### src/rtl/pulse_timer_pkg.sv
package pulse_timer_pkg;

  typedef enum logic [1:0] {
    OUT_LOW   = 2'b00,
    OUT_HIGH  = 2'b01,
    OUT_PWM_A = 2'b10,
    OUT_PWM_B = 2'b11
  } chan_mode_e;

  localparam logic [1:0] ADDR_RELOAD = 2'd0;
  localparam logic [1:0] ADDR_CMP    = 2'd1;
  localparam logic [1:0] ADDR_CTRL   = 2'd2;

  localparam int CTL_ONESHOT = 0;
  localparam int CTL_MODE_LO = 1;
  localparam int CTL_FAST    = 3;
  localparam int CTL_HOLD    = 4;
  localparam int CTL_GO      = 5;

  typedef struct packed {
    logic       hold;
    logic       fast;
    chan_mode_e mode;
    logic       oneshot;
  } ctrl_t;

endpackage

### src/rtl/pulse_timer_regs.sv
module pulse_timer_regs
  import pulse_timer_pkg::*;
#(
  parameter int W = 16
) (
  input  logic         clk,
  input  logic         rst_ni,
  input  logic         wr_en,
  input  logic [1:0]   wr_addr,
  input  logic [W-1:0] wr_data,
  output logic [W-1:0] reload,
  output logic [W-1:0] cmp,
  output ctrl_t        ctrl,
  output logic         sw_go
);

  logic [W-1:0] reload_d, cmp_d;
  ctrl_t        ctrl_d;

  always_comb begin
    reload_d = reload;
    cmp_d    = cmp;
    ctrl_d   = ctrl;
    sw_go    = 1'b0;
    if (wr_en) begin
      unique case (wr_addr)
        ADDR_RELOAD: reload_d = wr_data;
        ADDR_CMP:    cmp_d    = wr_data;
        ADDR_CTRL: begin
          ctrl_d.oneshot = wr_data[CTL_ONESHOT];
          ctrl_d.mode    = chan_mode_e'(wr_data[CTL_MODE_LO +: 2]);
          ctrl_d.fast    = wr_data[CTL_FAST];
          ctrl_d.hold    = wr_data[CTL_HOLD];
          sw_go          = wr_data[CTL_GO];
        end
        default: ;
      endcase
    end
  end

  always_ff @(posedge clk or negedge rst_ni) begin
    if (!rst_ni) begin
      reload <= '0;
      cmp    <= '0;
      ctrl   <= '0;
    end else begin
      reload <= reload_d;
      cmp    <= cmp_d;
      ctrl   <= ctrl_d;
    end
  end

  // a control write lands on the next edge
  a_r10_ctrl_write: assert property (@(posedge clk) disable iff (!rst_ni)
    wr_en && (wr_addr == ADDR_CTRL) |=> ctrl.mode == $past(wr_data[CTL_MODE_LO +: 2]));

endmodule

### src/rtl/pulse_timer_counter.sv
module pulse_timer_counter #(
  parameter int W = 16
) (
  input  logic         clk,
  input  logic         rst_ni,
  input  logic         tick,
  input  logic         halt_req,
  input  logic         hold_en,
  input  logic         trig_in,
  input  logic         sw_go,
  input  logic         oneshot,
  input  logic [W-1:0] reload,
  output logic [W-1:0] cnt,
  output logic         run,
  output logic         upd,
  output logic         hw_start
);

  logic         trig_q;
  logic         trig_rise, frozen, adv, at_top, wrap;
  logic [W-1:0] cnt_d;
  logic         run_d;

  always_comb begin
    trig_rise = trig_in & ~trig_q;
    frozen    = halt_req & hold_en;
    adv       = run & tick & ~frozen;
    at_top    = (cnt == reload);
    wrap      = adv & at_top;
    hw_start  = ~run & trig_rise;
    cnt_d     = cnt;
    if (adv) cnt_d = at_top ? '0 : cnt + 1'b1;
    if (run) run_d = ~(wrap & oneshot);
    else     run_d = hw_start | sw_go;
  end

  always_ff @(posedge clk or negedge rst_ni) begin
    if (!rst_ni) begin
      trig_q <= 1'b0;
      cnt    <= '0;
      run    <= 1'b0;
      upd    <= 1'b0;
    end else begin
      trig_q <= trig_in;
      cnt    <= cnt_d;
      run    <= run_d;
      upd    <= wrap;
    end
  end

  // trigger edge while idle starts the counter
  a_r2_trig_start: assert property (@(posedge clk) disable iff (!rst_ni)
    !run && trig_in && !trig_q |=> run);

  // a tick below the reload value steps by one
  a_r3_step: assert property (@(posedge clk) disable iff (!rst_ni)
    run && tick && !frozen && (cnt != reload) |=> cnt == $past(cnt) + 1'b1);

  // one-shot wrap stops the counter at zero
  a_r4_oneshot_stop: assert property (@(posedge clk) disable iff (!rst_ni)
    run && tick && !frozen && (cnt == reload) && oneshot |=> !run && (cnt == '0) && upd);

  // nothing but a one-shot wrap ends a run, whatever the trigger does
  a_r5_keep_running: assert property (@(posedge clk) disable iff (!rst_ni)
    run && !(tick && !frozen && (cnt == reload) && oneshot) |=> run);

  // frozen counter holds its value
  a_r9_freeze: assert property (@(posedge clk) disable iff (!rst_ni)
    halt_req && hold_en |=> $stable(cnt));

endmodule

### src/rtl/pulse_timer_channel.sv
module pulse_timer_channel
  import pulse_timer_pkg::*;
#(
  parameter int W   = 16,
  parameter int LAT = 2
) (
  input  logic         clk,
  input  logic         rst_ni,
  input  logic [W-1:0] cnt,
  input  logic [W-1:0] cmp,
  input  chan_mode_e   mode,
  input  logic         fast,
  input  logic         run,
  input  logic         hw_start,
  output logic         ref_out
);

  logic           raw;
  logic [LAT-1:0] dly, dly_d;
  logic           frc, frc_d;
  logic           flvl, flvl_d;
  logic           below;
  logic           dly_last;

  always_comb begin
    below = (cnt < cmp);
    unique case (mode)
      OUT_LOW:   raw = 1'b0;
      OUT_HIGH:  raw = 1'b1;
      OUT_PWM_A: raw = below;
      OUT_PWM_B: raw = ~below;
      default:   raw = 1'b0;
    endcase
  end

  generate
    if (LAT == 1) begin : g_one
      always_comb dly_d = raw;
    end else begin : g_chain
      always_comb dly_d = {dly[LAT-2:0], raw};
    end
  endgenerate

  assign dly_last = dly[LAT-1];

  always_comb begin
    frc_d  = frc;
    flvl_d = flvl;
    if (hw_start && fast && mode[1]) begin
      frc_d  = 1'b1;
      flvl_d = mode[0];
    end else if (!run || (dly_last == flvl) || !mode[1]) begin
      frc_d  = 1'b0;
    end
  end

  always_ff @(posedge clk or negedge rst_ni) begin
    if (!rst_ni) begin
      dly  <= '0;
      frc  <= 1'b0;
      flvl <= 1'b0;
    end else begin
      dly  <= dly_d;
      frc  <= frc_d;
      flvl <= flvl_d;
    end
  end

  assign ref_out = frc ? flvl : dly_last;

  // fast trigger start drives the post-match level at once
  a_r7_fast_force: assert property (@(posedge clk) disable iff (!rst_ni)
    hw_start && fast && mode[1] |=> ref_out == $past(mode[0]));

  // only a trigger start can begin a forced interval
  a_r8_force_source: assert property (@(posedge clk) disable iff (!rst_ni)
    $rose(frc) |-> $past(hw_start && fast && mode[1]));

  generate
    if (LAT == 2) begin : g_lat_chk
      // unforced output follows the mode result two clocks late
      a_r6_latency: assert property (@(posedge clk) disable iff (!rst_ni)
        !frc |-> ref_out == $past(raw, 2));
    end
  endgenerate

endmodule

### src/rtl/pulse_timer.sv
module pulse_timer
  import pulse_timer_pkg::*;
#(
  parameter int CNT_W = 16,
  parameter int LAT   = 2
) (
  input  logic             clk,
  input  logic             rst_n,
  input  logic             tick,
  input  logic             trig_in,
  input  logic             dbg_halt,
  input  logic             wr_en,
  input  logic [1:0]       wr_addr,
  input  logic [CNT_W-1:0] wr_data,
  output logic [CNT_W-1:0] count,
  output logic             running,
  output logic             update_evt,
  output logic             ref_out
);

  logic [1:0]       rst_sync;
  logic             rst_ni;
  logic [CNT_W-1:0] reload, cmp;
  ctrl_t            ctrl;
  logic             sw_go, hw_start;

  always_ff @(posedge clk or negedge rst_n) begin
    if (!rst_n) rst_sync <= 2'b00;
    else        rst_sync <= {rst_sync[0], 1'b1};
  end
  assign rst_ni = rst_sync[1];

  pulse_timer_regs #(.W(CNT_W)) u_regs (
    .clk     (clk),
    .rst_ni  (rst_ni),
    .wr_en   (wr_en),
    .wr_addr (wr_addr),
    .wr_data (wr_data),
    .reload  (reload),
    .cmp     (cmp),
    .ctrl    (ctrl),
    .sw_go   (sw_go)
  );

  pulse_timer_counter #(.W(CNT_W)) u_cnt (
    .clk      (clk),
    .rst_ni   (rst_ni),
    .tick     (tick),
    .halt_req (dbg_halt),
    .hold_en  (ctrl.hold),
    .trig_in  (trig_in),
    .sw_go    (sw_go),
    .oneshot  (ctrl.oneshot),
    .reload   (reload),
    .cnt      (count),
    .run      (running),
    .upd      (update_evt),
    .hw_start (hw_start)
  );

  pulse_timer_channel #(.W(CNT_W), .LAT(LAT)) u_chan (
    .clk      (clk),
    .rst_ni   (rst_ni),
    .cnt      (count),
    .cmp      (cmp),
    .mode     (ctrl.mode),
    .fast     (ctrl.fast),
    .run      (running),
    .hw_start (hw_start),
    .ref_out  (ref_out)
  );

  // reset leaves the block idle
  a_r1_idle_after_reset: assert property (@(posedge clk) disable iff (!rst_n)
    !rst_ni |=> !update_evt);

endmodule

### config.mk
export PLATFORM = sky130hd
export DESIGN_NAME = pulse_timer
export DESIGN_NICKNAME = d
export VERILOG_FILES = /design/src/rtl/pulse_timer_pkg.sv /design/src/rtl/pulse_timer_regs.sv /design/src/rtl/pulse_timer_counter.sv /design/src/rtl/pulse_timer_channel.sv /design/src/rtl/pulse_timer.sv
export SDC_FILE = /design/constraint.sdc
export NUM_CORES = 1
export LEC_CHECK = 0
export BUFFER_PORTS_ARGS = -buffer_cell sky130_fd_sc_hd__buf_2
export CORE_ASPECT_RATIO = 1.2
export CORE_MARGIN = 2
export CORE_UTILIZATION = 58
export CTS_BUF_LIST = sky130_fd_sc_hd__clkbuf_8
export DETAILED_ROUTE_END_ITERATION = 8
export PLACE_DENSITY = 0.8
export SLEW_MARGIN = 15
export SYNTH_ARGS = -nofsm -noshare
export SYNTH_HDL_FRONTEND = slang
export SYNTH_SLANG_ARGS = --single-unit
### constraint.sdc
create_clock -name clk -period 2.08 [get_ports clk]
set_input_delay 0.312 -clock clk [delete_from_list [all_inputs] [get_ports clk]]
set_output_delay 0.312 -clock clk [all_outputs]
set_load 0.005 [all_outputs]
==> flow_summary.yaml <==
yosys:
  synth-async-reset-ratio: 1.00
  number_of_different_library_cells_in_the_post_synthesis_netlist: 37
  netlist_instances: 260
  flip_flop_and_latch_count_after_synthesis: 62
  synth.net_count: 300
  ys_warn_count: 0
  synth-seq-area-share: 0.500
  synth-xor-area-share: 0.0790
  post_synth_and_or_nand_nor_area_fraction: 0.133
  synth_edf_count: 0
  synth_compound_gate_area_share: 0.0459
  area_of_the_mapped_netlist_um2: 3100
  main_combinational_cell_family_by_area_after_synthesis: "multiplexers"
  muxShareOfSynthArea: 0.145
  synth-adder-area-share: 0.0645
  synth_ff_type: "sky130_fd_sc_hd__dfrtp_1"
  post_synth.cell_area_avg_um2: 11.9
floorplanning:
  floorplan.die.width_um: 70.8
  rows: 29
  core_area_um2: 5230
  start_util: 0.594
  dieArea_um2: 5960
  ioPinCount: 43
  height_of_the_die_um: 84.1
layout:
  finalNetCount: 359
  drive_gt1_frac: 0.355
  finalInstanceArea_um2: 3660
  regArea_um2: 1550
  area_growth_syn_to_layout_pct: 17.8
  multiInputGateArea_um2: 1460
  antenna_cells: 0
  nFillCells: 416
timing:
  timing.final.max_slew_violations: 0
  hold_slack_ps: 76.3
  rsz_0062_raised_after_global_routing: "false"
  setup_viol_count_final: 0
  fmax_mhz: 520
  skew_ps: 5.75
  totalNegativeSetupSlack_ps: 0
  fin_crit_ps: 1920
  worst_slew_margin_rel: 0.635
  tightestPinTransition_ps: 545
  finalHoldViolations: 0
  fin_crit_sh: 0.924
worst_setup_path:
  worstPathMaxFanout: 8
  worstPathRequired_ps: 2320
  timing.critical_path.from_type: "register"
  rr_startpoint: "u_cnt.cnt[3]"
  crit_path_end_kind: "register"
  setup.worst_path.start: "u_cnt.cnt[3]"
  crit_path_class: "register to register"
  worstPathArrival_ps: 2160
power:
  power.density_cell_area_nw_per_um2: 946
  power.static_leakage_nw: 1.74
  power.ir.vdd_worst_v: 0.000539
clocking:
  cts-htree-levels: 3
  clockBufferDepth: 2
  tritoncts_clock_tree: "done"
  cts.sinks: 62
  cts_setup_buffers: 0
  worstSkewPairLatency_ps: 350
  clkSlewWorstSetupHoldPaths_ps: 70
  cts-buffers-inserted: 9
  cts_root_buffer: "sky130_fd_sc_hd__clkbuf_8"
drt:
  routed_wire_length_per_instance_um: 17.3
  drt.antenna.violating_nets: 0
  drt_pass1_iterations: 4
  drtIter0Drc: 123
  num_vias: 2214
  finalWirelength_mm: 6.69
  drc_errors: 0
  vias_per_cell: 5.74
grt:
  grt_start_max_net_pins: 41
  first_global_vias: 2244
  grt_first_pass_wirelength_mm: 11.2
  grt_overflow_total: 0
  initial_antenna_violation_count: 0
  grt.total_usage: 0.248
worst_hold_path:
  hold_path_class: "input port to register"
  hp-start: "trig_in"
placement:
  estimated_wirelength_of_the_detail_placed_design_mm: 4.92
  portBuffers: 42
  global_placer_s_final_weighted_congestion: 0.878
  placed_cell_area_um2: 3440
outcome:
  outcome: "complete, no violations"
job:
  cap_viol_max_count: 0
==> final cells by class <==
type / instances / share of cell area
clock inverters: 5 / 0.0133
inverters: 20 / 0.0205
clock buffers: 11 / 0.0414
flip-flops and latches: 62 / 0.425
well taps: 62 / 0.0212
multi-input cells: 175 / 0.399
repair buffers: 51 / 0.0801
==> cells in the mapped netlist, drive strengths merged (2+ instances only) <==
library cell	n	share of area
o21ai	8	0.013
mux2	40	0.15
a21oi	7	0.011
xnor2	22	0.062
nor3	4	0.0097
dfrtp	62	0.50
nor2b	3	0.0060
nand2	15	0.019
xor2	6	0.017
ha	16	0.064
buf	3	0.0069
nand4	9	0.018
nor4b	2	0.0097
inv	20	0.024
nor2	13	0.016
a22o	3	0.0085
and2	2	0.0044
and4	3	0.0085
nand3	7	0.011
nand3b	2	0.0048
==> metrics by stage <==
step | utilization | instances | worst slack, ps | power [mW]
final | 0.700 | 386 | 158 | 3.46
after global placement | 0.659 | 369 | 131 | 2.37
after detailed placement | 0.659 | 369 | 125 | 2.41
after CTS | 0.699 | 386 | 113 | 3.48
after global routing | 0.700 | 386 | 23.6 | 3.65
after floorplan | - | 260 | 226 | 2.10
==> worst max-delay path: stages (launching register included) <==
cell and delay, ps:
sky130_fd_sc_hd__dfrtp_1 490, sky130_fd_sc_hd__xnor2_1 230, sky130_fd_sc_hd__nand4_1 180, sky130_fd_sc_hd__nor4_4 480
sky130_fd_sc_hd__nor2_1 150, sky130_fd_sc_hd__mux2_2 280
==> timing repair <==
| item | 4_1_cts | 5_1_grt |
|---|---|---|
| endpoints found under the setup margin | 0 | 11 |
| hold endpoints to repair | 2 | 0 |
| gates resized for setup | 0 | 1 |
| hold buffers | 1 | 0 |
==> flip-flops by register name, indices dropped and copies added, names as in the netlist <==
signal,cells
u_chan.flvl,1
u_cnt.cnt,16
u_chan.dly,2
rst_sync,2
u_cnt.run,1
u_chan.frc,1
u_regs.reload,16
u_regs.cmp,16
u_cnt.trig_q,1
u_regs.ctrl,5
u_cnt.upd,1
==> power by group <==
group          leakage, nW  internal [mW]  switching (mW)
sequential           0.751           1.41           0.207
combinational        0.877          0.420           0.351
clock                0.110          0.608           0.467
==> cell usage in the layout (no fill, tap or decap), types with 2 or more instances in the layout <==
master	count
sky130_fd_sc_hd__dfrtp_1	61
sky130_fd_sc_hd__inv_1	21
sky130_fd_sc_hd__nor3_1	2
sky130_fd_sc_hd__nor3_2	2
sky130_fd_sc_hd__xnor2_1	22
sky130_fd_sc_hd__nand2_1	14
sky130_fd_sc_hd__mux2_2	40
sky130_fd_sc_hd__nor2b_1	3
sky130_fd_sc_hd__a21oi_1	7
sky130_fd_sc_hd__xor2_1	6
sky130_fd_sc_hd__o21ai_0	8
sky130_fd_sc_hd__and4_1	3
sky130_fd_sc_hd__buf_2	42
sky130_fd_sc_hd__nand3_1	7
sky130_fd_sc_hd__nand4_1	9
sky130_fd_sc_hd__clkinv_2	3
sky130_fd_sc_hd__nor2_1	13
sky130_fd_sc_hd__ha_1	16
sky130_fd_sc_hd__a22o_1	3
sky130_fd_sc_hd__clkbuf_8	11
sky130_fd_sc_hd__nor4b_2	2
sky130_fd_sc_hd__nand3b_1	2
sky130_fd_sc_hd__buf_4	7
==> routing by layer <==
layer  vias to the layer above  part of all wire  GRT usage
met5                         -                 0          0
met4                         0             0.030      0.127
met3                        18             0.047     0.0492
met2                        63              0.51      0.400
met1                      1098              0.41      0.319
li1                       1035                 -          -
==> cells by family after synthesis <==
kind of cell / after synthesis
AOI/OAI and AO/OA: 23
xor gates and xnor gates: 28
adders and majority gates: 16
buffers and inverters: 23
DFF: 62
muxes: 40
other: 1
and+or+nand+nor: 67
==> worst paths after layout <==
| check | slack (ps) | cells after the start | endpoint |
|---|---|---|---|
| setup reg to reg | 160 | 5 | u_cnt.cnt[0] |
| hold / removal | 80 | 1 | u_cnt.trig_q |
| hold reg to reg | 230 | 0 | u_regs.ctrl[3] |
| max in group asynchronous | 1260 | 1 | u_cnt.cnt[6] |
| setup / recovery | 160 | 5 | u_cnt.cnt[0] |
| min in group asynchronous | 230 | 0 | u_regs.ctrl[3] |
Note: power is estimated with default switching activity, not from simulation.
